File: src/rtl/rfill_pkg.sv
package rfill_pkg;

    localparam int XW    = 10;          // column bits (1024 pixels)
    localparam int YW    = 9;           // row bits (512 rows)
    localparam int PW    = 16;          // pixel bits
    localparam int ALG   = 4;           // log2 of horizontal alignment
    localparam int WW    = XW + 1;      // width field bits
    localparam int HW    = YW + 1;      // height field bits
    localparam int CW    = XW + 1;      // pair counter bits
    localparam int PXW   = XW - 1;      // pair column bits per bank
    localparam int AW    = YW + PXW;    // bank address bits
    localparam int GW    = XW - ALG;    // alignment group index bits
    localparam int LANES = 2;

    typedef struct packed {
        logic [XW-1:0] x;
        logic [YW-1:0] y;
        logic [WW-1:0] w;
        logic [HW-1:0] h;
        logic [PW-1:0] colour;
        logic          quirk;
    } fill_cmd_t;

    typedef enum logic [1:0] {
        ST_IDLE   = 2'd0,
        ST_FILL   = 2'd1,
        ST_FINISH = 2'd2
    } fill_state_t;

    // Pairs per row: width padded up to whole groups, two pixels per pair.
    function automatic logic [CW-1:0] row_pairs(input logic [WW-1:0] w);
        logic [WW:0] groups;
        logic [WW:0] pairs;
        groups = ({1'b0, w} + (WW+1)'((1 << ALG) - 1)) >> ALG;
        pairs  = groups << (ALG - 1);
        return pairs[CW-1:0];
    endfunction

    // Starting pair column for one bank lane.
    function automatic logic [PXW-1:0] lane_base(input logic [XW-1:0] x,
                                                 input logic quirk,
                                                 input int lane);
        logic [GW-1:0] grp;
        grp = x[XW-1:ALG];
        if (quirk && (lane == 0) && (&x[ALG-1:0]))
            grp = grp + GW'(1);
        return {grp, {(ALG-1){1'b0}}};
    endfunction

endpackage

File: src/rtl/rfill_seq.sv
module rfill_seq
    import rfill_pkg::*;
(
    input  logic            clk,
    input  logic            rst,
    input  logic            in_valid,
    input  fill_cmd_t       in_cmd,
    output logic            in_ready,
    output logic            busy,
    output logic            done,
    output logic            wr_act,
    output fill_cmd_t       cmd_q,
    output logic [YW-1:0]   cur_row,
    output logic [CW-1:0]   pair_idx
);

    fill_state_t   state;
    logic [HW-1:0] row_cnt;
    logic [CW-1:0] pairs_tot;
    logic          last_pair;
    logic          last_row;

    assign last_pair = (pair_idx == pairs_tot - CW'(1));
    assign last_row  = (row_cnt == cmd_q.h - HW'(1));

    always_ff @(posedge clk) begin
        if (rst) begin
            state     <= ST_IDLE;
            cmd_q     <= '0;
            row_cnt   <= '0;
            pair_idx  <= '0;
            pairs_tot <= '0;
            cur_row   <= '0;
        end else begin
            case (state)
                ST_IDLE: begin
                    if (in_valid) begin
                        cmd_q     <= in_cmd;
                        pairs_tot <= row_pairs(in_cmd.w);
                        pair_idx  <= '0;
                        row_cnt   <= '0;
                        cur_row   <= in_cmd.y;
                        if (in_cmd.w == '0 || in_cmd.h == '0)
                            state <= ST_FINISH;
                        else
                            state <= ST_FILL;
                    end
                end
                ST_FILL: begin
                    if (last_pair) begin
                        pair_idx <= '0;
                        cur_row  <= cur_row + YW'(1);
                        row_cnt  <= row_cnt + HW'(1);
                        if (last_row)
                            state <= ST_FINISH;
                    end else begin
                        pair_idx <= pair_idx + CW'(1);
                    end
                end
                default: state <= ST_IDLE;
            endcase
        end
    end

    assign in_ready = (state == ST_IDLE);
    assign busy     = (state != ST_IDLE);
    assign done     = (state == ST_FINISH);
    assign wr_act   = (state == ST_FILL);

    a_r2_accept_busy: assert property (@(posedge clk) disable iff (rst)
        (in_valid && in_ready) |=> busy);

    a_r10_done_single: assert property (@(posedge clk) disable iff (rst)
        done |=> !done);

    a_r10_done_after_fill: assert property (@(posedge clk) disable iff (rst)
        $fell(wr_act) |-> done);

    a_r12_cmd_held: assert property (@(posedge clk) disable iff (rst)
        (busy && $past(busy)) |-> $stable(cmd_q));

endmodule

File: src/rtl/rfill_lane_addr.sv
module rfill_lane_addr
    import rfill_pkg::*;
#(
    parameter int LANE = 0
) (
    input  logic            clk,
    input  logic            rst,
    input  logic            active,
    input  logic [XW-1:0]   x,
    input  logic            quirk,
    input  logic [YW-1:0]   row,
    input  logic [CW-1:0]   pair_idx,
    output logic [AW-1:0]   addr
);

    logic [PXW-1:0] base;
    logic [PXW-1:0] col;

    assign base = lane_base(x, quirk, LANE);
    assign col  = base + pair_idx[PXW-1:0];
    assign addr = {row, col};

    a_r4_step: assert property (@(posedge clk) disable iff (rst)
        ($past(active) && active && pair_idx != '0)
            |-> (addr[PXW-1:0] == $past(addr[PXW-1:0]) + PXW'(1)));

endmodule

File: src/rtl/rect_fill_2bank.sv
module rect_fill_2bank
    import rfill_pkg::*;
(
    input  logic            clk,
    input  logic            rst,
    input  logic            cmd_valid,
    output logic            cmd_ready,
    input  logic [XW-1:0]   cmd_x,
    input  logic [YW-1:0]   cmd_y,
    input  logic [WW-1:0]   cmd_w,
    input  logic [HW-1:0]   cmd_h,
    input  logic [PW-1:0]   cmd_colour,
    input  logic            cmd_quirk,
    output logic            busy,
    output logic            done,
    output logic            b0_we,
    output logic [AW-1:0]   b0_addr,
    output logic [PW-1:0]   b0_data,
    output logic            b1_we,
    output logic [AW-1:0]   b1_addr,
    output logic [PW-1:0]   b1_data
);

    fill_cmd_t      in_cmd;
    fill_cmd_t      cmd_q;
    logic           wr_act;
    logic [YW-1:0]  cur_row;
    logic [CW-1:0]  pair_idx;
    logic [AW-1:0]  lane_addr [LANES];

    assign in_cmd = '{x: cmd_x, y: cmd_y, w: cmd_w, h: cmd_h,
                      colour: cmd_colour, quirk: cmd_quirk};

    rfill_seq u_seq (
        .clk      (clk),
        .rst      (rst),
        .in_valid (cmd_valid),
        .in_cmd   (in_cmd),
        .in_ready (cmd_ready),
        .busy     (busy),
        .done     (done),
        .wr_act   (wr_act),
        .cmd_q    (cmd_q),
        .cur_row  (cur_row),
        .pair_idx (pair_idx)
    );

    for (genvar g = 0; g < LANES; g++) begin : g_lane
        rfill_lane_addr #(.LANE(g)) u_addr (
            .clk      (clk),
            .rst      (rst),
            .active   (wr_act),
            .x        (cmd_q.x),
            .quirk    (cmd_q.quirk),
            .row      (cur_row),
            .pair_idx (pair_idx),
            .addr     (lane_addr[g])
        );
    end

    assign b0_we   = wr_act;
    assign b1_we   = wr_act;
    assign b0_addr = lane_addr[0];
    assign b1_addr = lane_addr[1];
    assign b0_data = cmd_q.colour;
    assign b1_data = cmd_q.colour;

    a_r9_we_busy: assert property (@(posedge clk) disable iff (rst)
        (b0_we || b1_we) |-> busy);

    a_r3_lanes_equal: assert property (@(posedge clk) disable iff (rst)
        (b0_we && !cmd_q.quirk) |-> (b0_addr == b1_addr));

    a_r6_lane_offset: assert property (@(posedge clk) disable iff (rst)
        (b0_we && cmd_q.quirk && (&cmd_q.x[ALG-1:0]))
            |-> (b0_addr[PXW-1:0] == b1_addr[PXW-1:0] + PXW'(1 << (ALG-1))));

endmodule

File: config.mk
export PLATFORM = sky130hd
export DESIGN_NAME = rect_fill_2bank
export DESIGN_NICKNAME = d
export VERILOG_FILES = /design/src/rtl/rfill_pkg.sv /design/src/rtl/rfill_seq.sv /design/src/rtl/rfill_lane_addr.sv /design/src/rtl/rect_fill_2bank.sv
export SDC_FILE = /design/constraint.sdc
export NUM_CORES = 1
export LEC_CHECK = 0
export ABC_AREA = 1
export BUFFER_PORTS_ARGS = -buffer_cell sky130_fd_sc_hd__buf_4
export CORE_ASPECT_RATIO = 0.9
export CORE_MARGIN = 3
export CORE_UTILIZATION = 40
export DETAILED_ROUTE_END_ITERATION = 7
export GPL_TIMING_DRIVEN = 0
export SLEW_MARGIN = 20
export SYNTH_ARGS = -nofsm -noshare
export SYNTH_HDL_FRONTEND = slang
export SYNTH_SLANG_ARGS = --single-unit
File: constraint.sdc
create_clock -name clk -period 2.4 [get_ports clk]
set_input_delay 0.36 -clock clk [delete_from_list [all_inputs] [get_ports clk]]
set_output_delay 0.36 -clock clk [all_outputs]
set_load 0.01 [all_outputs]
-- Word-level counts from Yosys, hierarchy flattened
Index checks and enable logic that the tools add are counted.
- register bits after elaboration: 77
- logic and storage cells: 52
- $add $sub $neg: 9
- equality and inequality tests: 7
- multiplexer cells: 15
- reductions and logical operators: 12
- operators with widths (kind ; number):
    $mux 11 ; 2
    $pmux 11 s2 ; 1
    $mux 10 ; 2
    $pmux 10 s2 ; 1
    $add 9x9->9 ; 2
    $mux 9 ; 2
    $pmux 9 s2 ; 1
    $add 11x4->12 const B ; 1
    $add 11x1->11 const B ; 1
    $eq 11x11->1 ; 1
    $logic_not 11->1 ; 1
    $sub 11x1->11 const B ; 1
    $add 10x1->10 const B ; 1
    $eq 10x10->1 ; 1
    $logic_not 10->1 ; 1
    $sub 10x1->10 const B ; 1
    $add 9x1->9 const B ; 1
    $mux 2 ; 4
    $add 6x1->6 const B ; 1
    $mux 6 ; 1
    $reduce_and 3->1 ; 2
    $ne 2x1->1 const B ; 2
    $pmux 2 s2 ; 1
    $reduce_and 2->1 ; 2
    other kinds (8) ; 9

-- Longest topological paths before layout
Gate-level depths: netlist (run 1).
- depth after elaboration: 5
- gate-level depth with buffers: 15
- mapped depth without buffers: 15

-- Hierarchy
A second synthesis (run 1) with hierarchy kept.
- cell total of the unflattened synthesis: 783
- area total of the unflattened synthesis: 5605.4 um^2
- modules (own cells, without submodules) (module ; times used ; cells an instance ; area an instance (um^2)):
    rfill_seq ; 1 ; 646 ; 4688.2
    rfill_lane_addr at g_lane[0].u_addr ; 1 ; 79 ; 489.2
    rfill_lane_addr at g_lane[1].u_addr ; 1 ; 41 ; 300.3
    rect_fill_2bank ; 1 ; 17 ; 127.6

-- Least setup slack after synthesis (run 1)
OpenSTA, ideal clock, no wires.
- kind: register -> output
- from: register u_seq.cmd_q[0] (netlist name)
- to: output b0_addr[8]
- data arrival time: 1.898 ns
- required time: 2.040 ns
- path slack: 0.142 ns
- stages on the path, launching flop included: 12
- path buffers: 0
- cells stage by stage: dfxtp_1 -> nand3_1 -> nor2_1 -> nand2_1 -> xor2_1 -> inv_1 -> ha_1 -> a21oi_1 -> nand2_1 -> a21o_1 -> a21oi_1 -> xnor2_1
- longest elaborated chain between the ends: 3
- RTL lines (element ; line ; source):
    $logic_and 1x1->1 ; rfill_pkg.sv:45 ; if (quirk && (lane == 0) && (&x[ALG-1:0]))
    $mux 6 ; rfill_pkg.sv:45 ;
    $add 9x9->9 ; rfill_lane_addr.sv:20 ; assign col = base + pair_idx[PXW-1:0];
    to (decl) ; rect_fill_2bank.sv:17 ; output logic [AW-1:0] b0_addr,
Every way passes these cells.

-- Worst setup path after layout (run 1)
- from: register u_seq.cmd_q[50] (netlist name)
- to: output b0_addr[8]
- longest elaborated chain between the ends: 4
- RTL lines (element ; line):
    $reduce_and 4->1 ; rfill_pkg.sv:45
    $logic_and 1x1->1 ; rfill_pkg.sv:45
    $mux 6 ; rfill_pkg.sv:45
    $add 9x9->9 ; rfill_lane_addr.sv:20
Every way passes these cells.

==> qor.yml, run 1 <==
setup_path:
  critPathMaxStageDelay_ns: 0.33
  timing.critical_path.from_type: "register"
  required_ns: 2.04
  worst-path-max-fanout: 4
  slowest_stage: "sky130_fd_sc_hd__dfxtp_2"
  setup.worst_path.end_class: "primary output"
  cp_cell_sequence: "nand3_2 -> nor2_4 -> buf_6 -> nand4_1 -> xor2_1 -> ha_1 -> a21o_1 -> a21oi_2 -> xnor2_1 -> buf_4"
  arrival_ns: 2.32
  reg2reg_setup_slack_ns: 0.40
  worstSetupPathType: "reg -> out"
sta:
  relSlewSlack: 0.6066
  hold_viol_final: 0
  timing_max_transition_violations_final: 0
  worst_hold_slack_ns: 0.1982
  setup-violations-final: 5
  tightestPinTransition_ns: 0.5901
  setup_total_negative_slack_ns: -0.8610
  setup_slack_ns: -0.2836
  final_min_period_over_clock_period: 1.118
  rsz0062_at_grt: "yes"
  fin_crit_ns: 2.684
  achievable-frequency_ghz: 0.3726
  skew_ns: 0.006548
yosys:
  synth_warnings: 0
  yosys-top-cells-area: "sky130_fd_sc_hd__dfxtp_1 32%, sky130_fd_sc_hd__nand2_1 14%, sky130_fd_sc_hd__nand3_1 8.3%"
  ys_types: 42
  synthesis.nets: 775
  synth_area_um2: 4817
  postSynthCellCount: 697
  synth.ff_latch_count: 77
  postSynth.topFlopCell: "sky130_fd_sc_hd__dfxtp_1"
  synth_top_cell_by_area: "sky130_fd_sc_hd__dfxtp_1"
  count_of_flip_flops_with_a_built_in_enable_after_synthesis: 0
  synth_largest_type_area_fraction: 0.3200
  sequential_cell_area_fraction_in_the_yosys_report: 0.3200
  synth_area_per_inst_um2: 6.911
  async_reset_ff_frac: 0
run_status:
  status: "finished, violations left"
  failing_checks: "negative setup slack"
global_route:
  grt_usage: 0.1969
  grt_pass1_vias: 4453
  largest_net_degree_at_the_start_of_global_routing: 15
  antenna_found_initial: 0
  grt_first_pass_wirelength_um: 20940
  global_route.overflow_total: 0
routing:
  via_count: 4814
  top_layer: "met4"
  total_routed_length_um: 13000
  remaining_drc_errors: 0
  met2_length_um: 5660
  drt_first_iter_violations: 219
  route.detailed.wl_per_inst_um: 12.90
  dr.pass1.iters: 5
  avgViaCountPerCell: 4.776
  detailroute.wirelength.met3_um: 971
  detail-route-antenna-nets: 0
  wl_met1_um: 6211
final_layout:
  final_layout_net_count: 926
  synthToLayoutAreaGrowth_pct: 34.88
  n_antenna_cell: 0
  drive_above_1_share: 0.3005
  finalCoreUtilization: 0.5614
clocking:
  cts-root-buf: "sky130_fd_sc_hd__clkbuf_16"
  cts_buffer_depth: 2
  cts-buffers-inserted: 9
  numClockSinks: 77
  worst_setup_hold_path_clk_slew_ns: 0.06
  cts_hold_buffers: 0
  cts_max_level: 3
  insertion_delay_ns: 0.34
  tritoncts: "yes"
hold_path:
  worstHoldPathType: "in -> reg"
floorplan:
  die_height_um: 110.1
  row_count: 37
  core_area_um2: 11570
  die_width_um: 121.7
  effective_utilization_at_floorplan: 0.4162
  die_area_um2: 13400
  io_count: 133
placement:
  dpl.hpwl_um: 9852
  port_buffers: 131
  gp_routability_congestion: 0.9420
power_and_ir_drop:
  power_density_nw_per_um2: 616.1
  max-vdd-ir-drop_uv: 432.2
  power_leakage_nw: 3.162
job:
  drv_cap: 0
-- state kept, by name, indices dropped and copies added (netlist names) --
register         count
u_seq.pairs_tot      8
u_seq.pair_idx      11
u_seq.state          2
u_seq.row_cnt       10
u_seq.cur_row        9
u_seq.cmd_q         37
-- cell usage after synthesis (3+ instances only) --
| cell type | count |
|---|---|
| sky130_fd_sc_hd__a21oi_1 | 27 |
| sky130_fd_sc_hd__buf_1 | 3 |
| sky130_fd_sc_hd__buf_2 | 3 |
| sky130_fd_sc_hd__buf_4 | 48 |
| sky130_fd_sc_hd__clkbuf_1 | 12 |
| sky130_fd_sc_hd__dfxtp_1 | 77 |
| sky130_fd_sc_hd__ha_1 | 16 |
| sky130_fd_sc_hd__inv_1 | 62 |
| sky130_fd_sc_hd__nand2_1 | 181 |
| sky130_fd_sc_hd__nand3_1 | 80 |
| sky130_fd_sc_hd__nand3_2 | 3 |
| sky130_fd_sc_hd__nand4_1 | 6 |
| sky130_fd_sc_hd__nor2_1 | 57 |
| sky130_fd_sc_hd__nor2_2 | 6 |
| sky130_fd_sc_hd__nor3_1 | 10 |
| sky130_fd_sc_hd__nor3b_1 | 3 |
| sky130_fd_sc_hd__nor4_1 | 3 |
| sky130_fd_sc_hd__o21ai_0 | 26 |
| sky130_fd_sc_hd__o32ai_1 | 3 |
| sky130_fd_sc_hd__xnor2_1 | 11 |
| sky130_fd_sc_hd__xor2_1 | 31 |
-- cells by family (layout without fill, tap and decap cells) --
kind of cell	after synthesis	count (layout)	synth area share
DFF	77	77	0.3200
and+or+nand+nor	359	359	0.3278
xor gates and xnor gates	42	42	0.07636
adders and majority gates	18	18	0.04987
AOI/OAI and AO/OA	68	68	0.07870
buffers and inverters	133	288	0.1473
-- routing by layer --
| layer | vias to the layer above | GRT usage |
|---|---|---|
| met1 | 2145 | 0.2655 |
| met4 | 0 | 0.04800 |
| met5 | - | 0 |
| met3 | 13 | 0.06888 |
| li1 | 2497 | - |
| met2 | 159 | 0.3034 |
-- final cells by class --
cell class	instances	area (µm²)
plain buffers	69	469.2
clock buffers	9	225.2
clock inverters	6	93.84
fillers	1126	5076
inverters	64	240.2
multi-input cells	487	2648
flip-flops and latches	77	1560
well taps	156	195.2
repair buffers	140	1066
-- final timing paths --
kind | start | endpoint | depth (start not counted)
max | u_seq.cmd_q[50]$_SDFFE_PP0P_ | b0_addr[8] | 10
min reg2reg | u_seq.cmd_q[48]$_SDFFE_PP0P_ | u_seq.cmd_q[48]$_SDFFE_PP0P_ | 2
max reg2reg | u_seq.pairs_tot[3]$_SDFFE_PP0P_ | u_seq.cur_row[7]$_SDFFE_PP0P_ | 14
min | cmd_colour[7] | u_seq.cmd_q[8]$_SDFFE_PP0P_ | 3
-- power by group --
group	switching [mW]	internal [mW]
Clock	0.567	0.916
Combinational	0.567	0.501
Sequential	0.0891	1.36
Total	1.22	2.78
-- cells in the final DEF, fill, tap and decap left out, drive strengths merged --
| master | Yosys | routed |
|---|---|---|
| inv | 63 | 66 |
| o21ai | 28 | 28 |
| nor2 | 65 | 65 |
| nor3b | 3 | 3 |
| dfxtp | 77 | 77 |
| nand4 | 6 | 6 |
| o22ai | 1 | 1 |
| o31ai | 1 | 1 |
| a21oi | 27 | 27 |
| clkinv | 1 | 1 |
| xnor2 | 11 | 11 |
| nand3 | 83 | 83 |
| nand2 | 185 | 185 |
| o211ai | 1 | 1 |
| o32ai | 3 | 3 |
| clkinvlp | 0 | 1 |
| clkbuf | 12 | 21 |
| a21o | 1 | 1 |
| buf | 57 | 197 |
| a211oi | 2 | 2 |
| xor2 | 31 | 31 |
| nor3 | 11 | 11 |
| fa | 2 | 2 |
| o21bai | 2 | 2 |
| a22o | 1 | 1 |
| a31oi | 1 | 1 |
| ha | 16 | 16 |
| nand3b | 2 | 2 |
| bufinv | 0 | 2 |
| nor4 | 3 | 3 |
| or2 | 1 | 1 |
-- worst max-delay path: cells and delay by family, from the launching register on --
kind / cells / cell delay (ns)
compound gates: 2 / 0.36
flops: 1 / 0.33
fa+ha+maj: 1 / 0.31
xor+xnor: 2 / 0.36
buf+inv: 2 / 0.27
simple gates: 3 / 0.35
-- stage by stage --
stage	cell area (µm²)	power, mW	instances	setup slack (ns)
2_1_floorplan	4817	2.129	697	0.1418
6_report	6497	4.003	1008	-0.2836
4_1_cts	6426	4.046	1005	-0.3063
5_1_grt	6497	4.242	1008	-0.4003
3_3_place_gp	5996	2.516	984	-0.2585
3_5_place_dp	5996	2.534	984	-0.3416
-- what timing repair did --
action,in CTS,in global routing
endpoints found under the setup margin,6,7
resized for setup,22,15
pin swaps,9,13
buffers inserted,6,3
Power figures use the tool's default switching activity.
==> run 2, diff against run 1 <==
--- a/config.mk
+++ b/config.mk
@@ -16,3 +16,4 @@
 export SYNTH_ARGS = -nofsm -noshare
 export SYNTH_HDL_FRONTEND = slang
 export SYNTH_SLANG_ARGS = --single-unit
+export TNS_END_PERCENT = 1
==> qor.yml, run 2 (same netlist as run 1, synthesis figures left out) <==
sta:
  setup_slack_ns: -0.2568  # was -0.2836 ns
  hold_viol_final: 0  # unchanged
  skew_ns: 0.007604  # was 0.006548 ns
  relSlewSlack: 0.6060  # was 0.6066
  final_min_period_over_clock_period: 1.107  # was 1.118
  setup_total_negative_slack_ns: -0.6955  # was -0.8610 ns
  rsz0062_at_grt: "yes"  # unchanged
  worst_hold_slack_ns: 0.1969  # was 0.1982 ns
  setup-violations-final: 5  # unchanged
  achievable-frequency_ghz: 0.3764  # was 0.3726 GHz
  tightestPinTransition_ns: 0.5910  # was 0.5901 ns
  fin_crit_ns: 2.657  # was 2.684 ns
  timing_max_transition_violations_final: 0  # unchanged
routing:
  detail-route-antenna-nets: 0  # unchanged
  top_layer: "met4"  # unchanged
  avgViaCountPerCell: 4.729  # was 4.776
  remaining_drc_errors: 0  # unchanged
  dr.pass1.iters: 5  # unchanged
  detailroute.wirelength.met3_um: 930  # was 971 µm
  via_count: 4753  # was 4,814
  total_routed_length_um: 12860  # was 13,000 µm
  wl_met1_um: 6258  # was 6211 µm
  route.detailed.wl_per_inst_um: 12.79  # was 12.90 µm
  met2_length_um: 5562  # was 5660 µm
  drt_first_iter_violations: 231  # was 219
power_and_ir_drop:
  max-vdd-ir-drop_uv: 434.4  # was 432.2 µV
  power_leakage_nw: 3.145  # was 3.162 nW
  power_density_nw_per_um2: 620.9  # was 616.1 nW/µm²
  fin_total_pwr_mw: 3.997  # was 4.003 mW
clocking:
  cts-buffers-inserted: 9  # unchanged
  cts_max_level: 3  # unchanged
  worst_setup_hold_path_clk_slew_ns: 0.06  # about the same
  cts-root-buf: "sky130_fd_sc_hd__clkbuf_16"  # unchanged
  cts_buffer_depth: 2  # unchanged
  tritoncts: "yes"  # unchanged
  numClockSinks: 77  # unchanged
  insertion_delay_ns: 0.34  # about the same
  cts_hold_buffers: 0  # unchanged
setup_path:
  worstSetupPathType: "reg -> out"  # unchanged
  reg2reg_setup_slack_ns: 0.40  # about the same
  setup.worst_path.end_class: "primary output"  # unchanged
  worst-path-max-fanout: 4  # unchanged
  timing.critical_path.from_type: "register"  # unchanged
  required_ns: 2.04  # about the same
  arrival_ns: 2.30  # was 2.32 ns
placement:
  dpl.hpwl_um: 9852  # unchanged
  port_buffers: 131  # unchanged
  gp_routability_congestion: 0.9420  # unchanged
  placed_cell_area_um2: 5996  # unchanged
  placed_cells: 984  # unchanged
hold_path:
  worstHoldPathType: "in -> reg"  # unchanged
floorplan:
  die_width_um: 121.7  # unchanged
  die_area_um2: 13400  # unchanged
  io_count: 133  # unchanged
  die_height_um: 110.1  # unchanged
  core_area_um2: 11570  # unchanged
  effective_utilization_at_floorplan: 0.4162  # unchanged
  row_count: 37  # unchanged
run_status:
  failing_checks: "negative setup slack"  # unchanged
  status: "finished, violations left"  # unchanged
final_layout:
  fill_cells: 1134  # was 1,126
  design_area_um2: 6437  # was 6497 µm²
  final_cell_mix: "183 x sky130_fd_sc_hd__buf_4, 179 x sky130_fd_sc_hd__nand2_1, 79 x sky130_fd_sc_hd__nand3_1"  # was 184 x sky130_fd_sc_hd__buf_4, 178 x sky130_fd_sc_hd__nand2_1, 78 x sky130_fd_sc_hd__nand3_1
  largest_reg_flops: 37  # unchanged
  synthToLayoutAreaGrowth_pct: 33.64  # was 34.88%
  n_antenna_cell: 0  # unchanged
  final_common_cell: "sky130_fd_sc_hd__buf_4"  # unchanged
  final_cell_count_no_fill: 1005  # was 1,008
  largest_registers: "u_seq.cmd_q x37, u_seq.pair_idx x11, u_seq.row_cnt x10"  # unchanged
  largest_register: "u_seq.cmd_q"  # unchanged
  drive_above_1_share: 0.2933  # was 0.3005
  multiInputGateArea_um2: 2620  # was 2648 µm²
  final_layout_net_count: 923  # was 926
  register_area_um2: 1558  # was 1560 µm²
global_route:
  largest_net_degree_at_the_start_of_global_routing: 15  # unchanged
  grt_first_pass_wirelength_um: 20870  # was 20,940 µm
  global_route.overflow_total: 0  # unchanged
  grt_usage: 0.1962  # was 0.1969
  grt_pass1_vias: 4437  # was 4,453
  antenna_found_initial: 0  # unchanged
job:
  drv_cap: 0  # unchanged
[run 2: final cells by class]
cell class	instances	area share
clock inverters	6	0.01458
well taps	156	0.03032
repair buffers	137	0.1609
multi-input cells	487	0.4070
inverters	64	0.03732
plain buffers	69	0.07289
clock buffers	9	0.03499
flip-flops and latches	77	0.2420
[run 2: worst paths after layout]
kind	to	start	cells past startpoint
setup / recovery	b0_addr[8]	u_seq.cmd_q[50]$_SDFFE_PP0P_	10
hold / removal	u_seq.cmd_q[8]$_SDFFE_PP0P_	cmd_colour[7]	3
setup reg to reg	u_seq.cur_row[5]$_SDFFE_PP0P_	u_seq.pairs_tot[3]$_SDFFE_PP0P_	14
hold reg to reg	u_seq.cmd_q[48]$_SDFFE_PP0P_	u_seq.cmd_q[48]$_SDFFE_PP0P_	2
[run 2: per-stage QoR]
stage | util | setup slack (ns)
final | 0.5562 | -0.2568
after global routing | 0.5562 | -0.3858
after CTS | 0.5536 | -0.3070
after detailed placement | 0.5181 | -0.3416
after global placement | 0.5181 | -0.2585
after floorplan | - | 0.1418
[run 2: power by group]
part / internal, mW / switching, mW
Combinational: 0.496 / 0.565
Sequential: 1.36 / 0.0879
Clock: 0.916 / 0.568
Total: 2.78 / 1.22
[run 2: critical path, cell delays in order, from the launching register on]
cell and delay (ns):
sky130_fd_sc_hd__dfxtp_2 0.33, sky130_fd_sc_hd__nand3_2 0.09, sky130_fd_sc_hd__nor2_4 0.14, sky130_fd_sc_hd__buf_6 0.13, sky130_fd_sc_hd__nand4_1 0.11, sky130_fd_sc_hd__xor2_1 0.22, sky130_fd_sc_hd__ha_1 0.31, sky130_fd_sc_hd__a21o_1 0.20
sky130_fd_sc_hd__a21oi_2 0.14, sky130_fd_sc_hd__xnor2_1 0.13, sky130_fd_sc_hd__buf_4 0.14
[run 2: per-layer routing]
metal | vias to the layer above | global-route usage
met4 | 0 | 0.04800
met2 | 138 | 0.3018
met1 | 2111 | 0.2649
met3 | 10 | 0.06888
li1 | 2494 | -
met5 | - | 0
[run 2: timing repair]
item | 4_1_cts | 5_1_grt
gates resized for setup | 21 | 9
pin swaps | 9 | 11
setup buffers | 4 | 2
setup endpoints to repair | 6 | 7
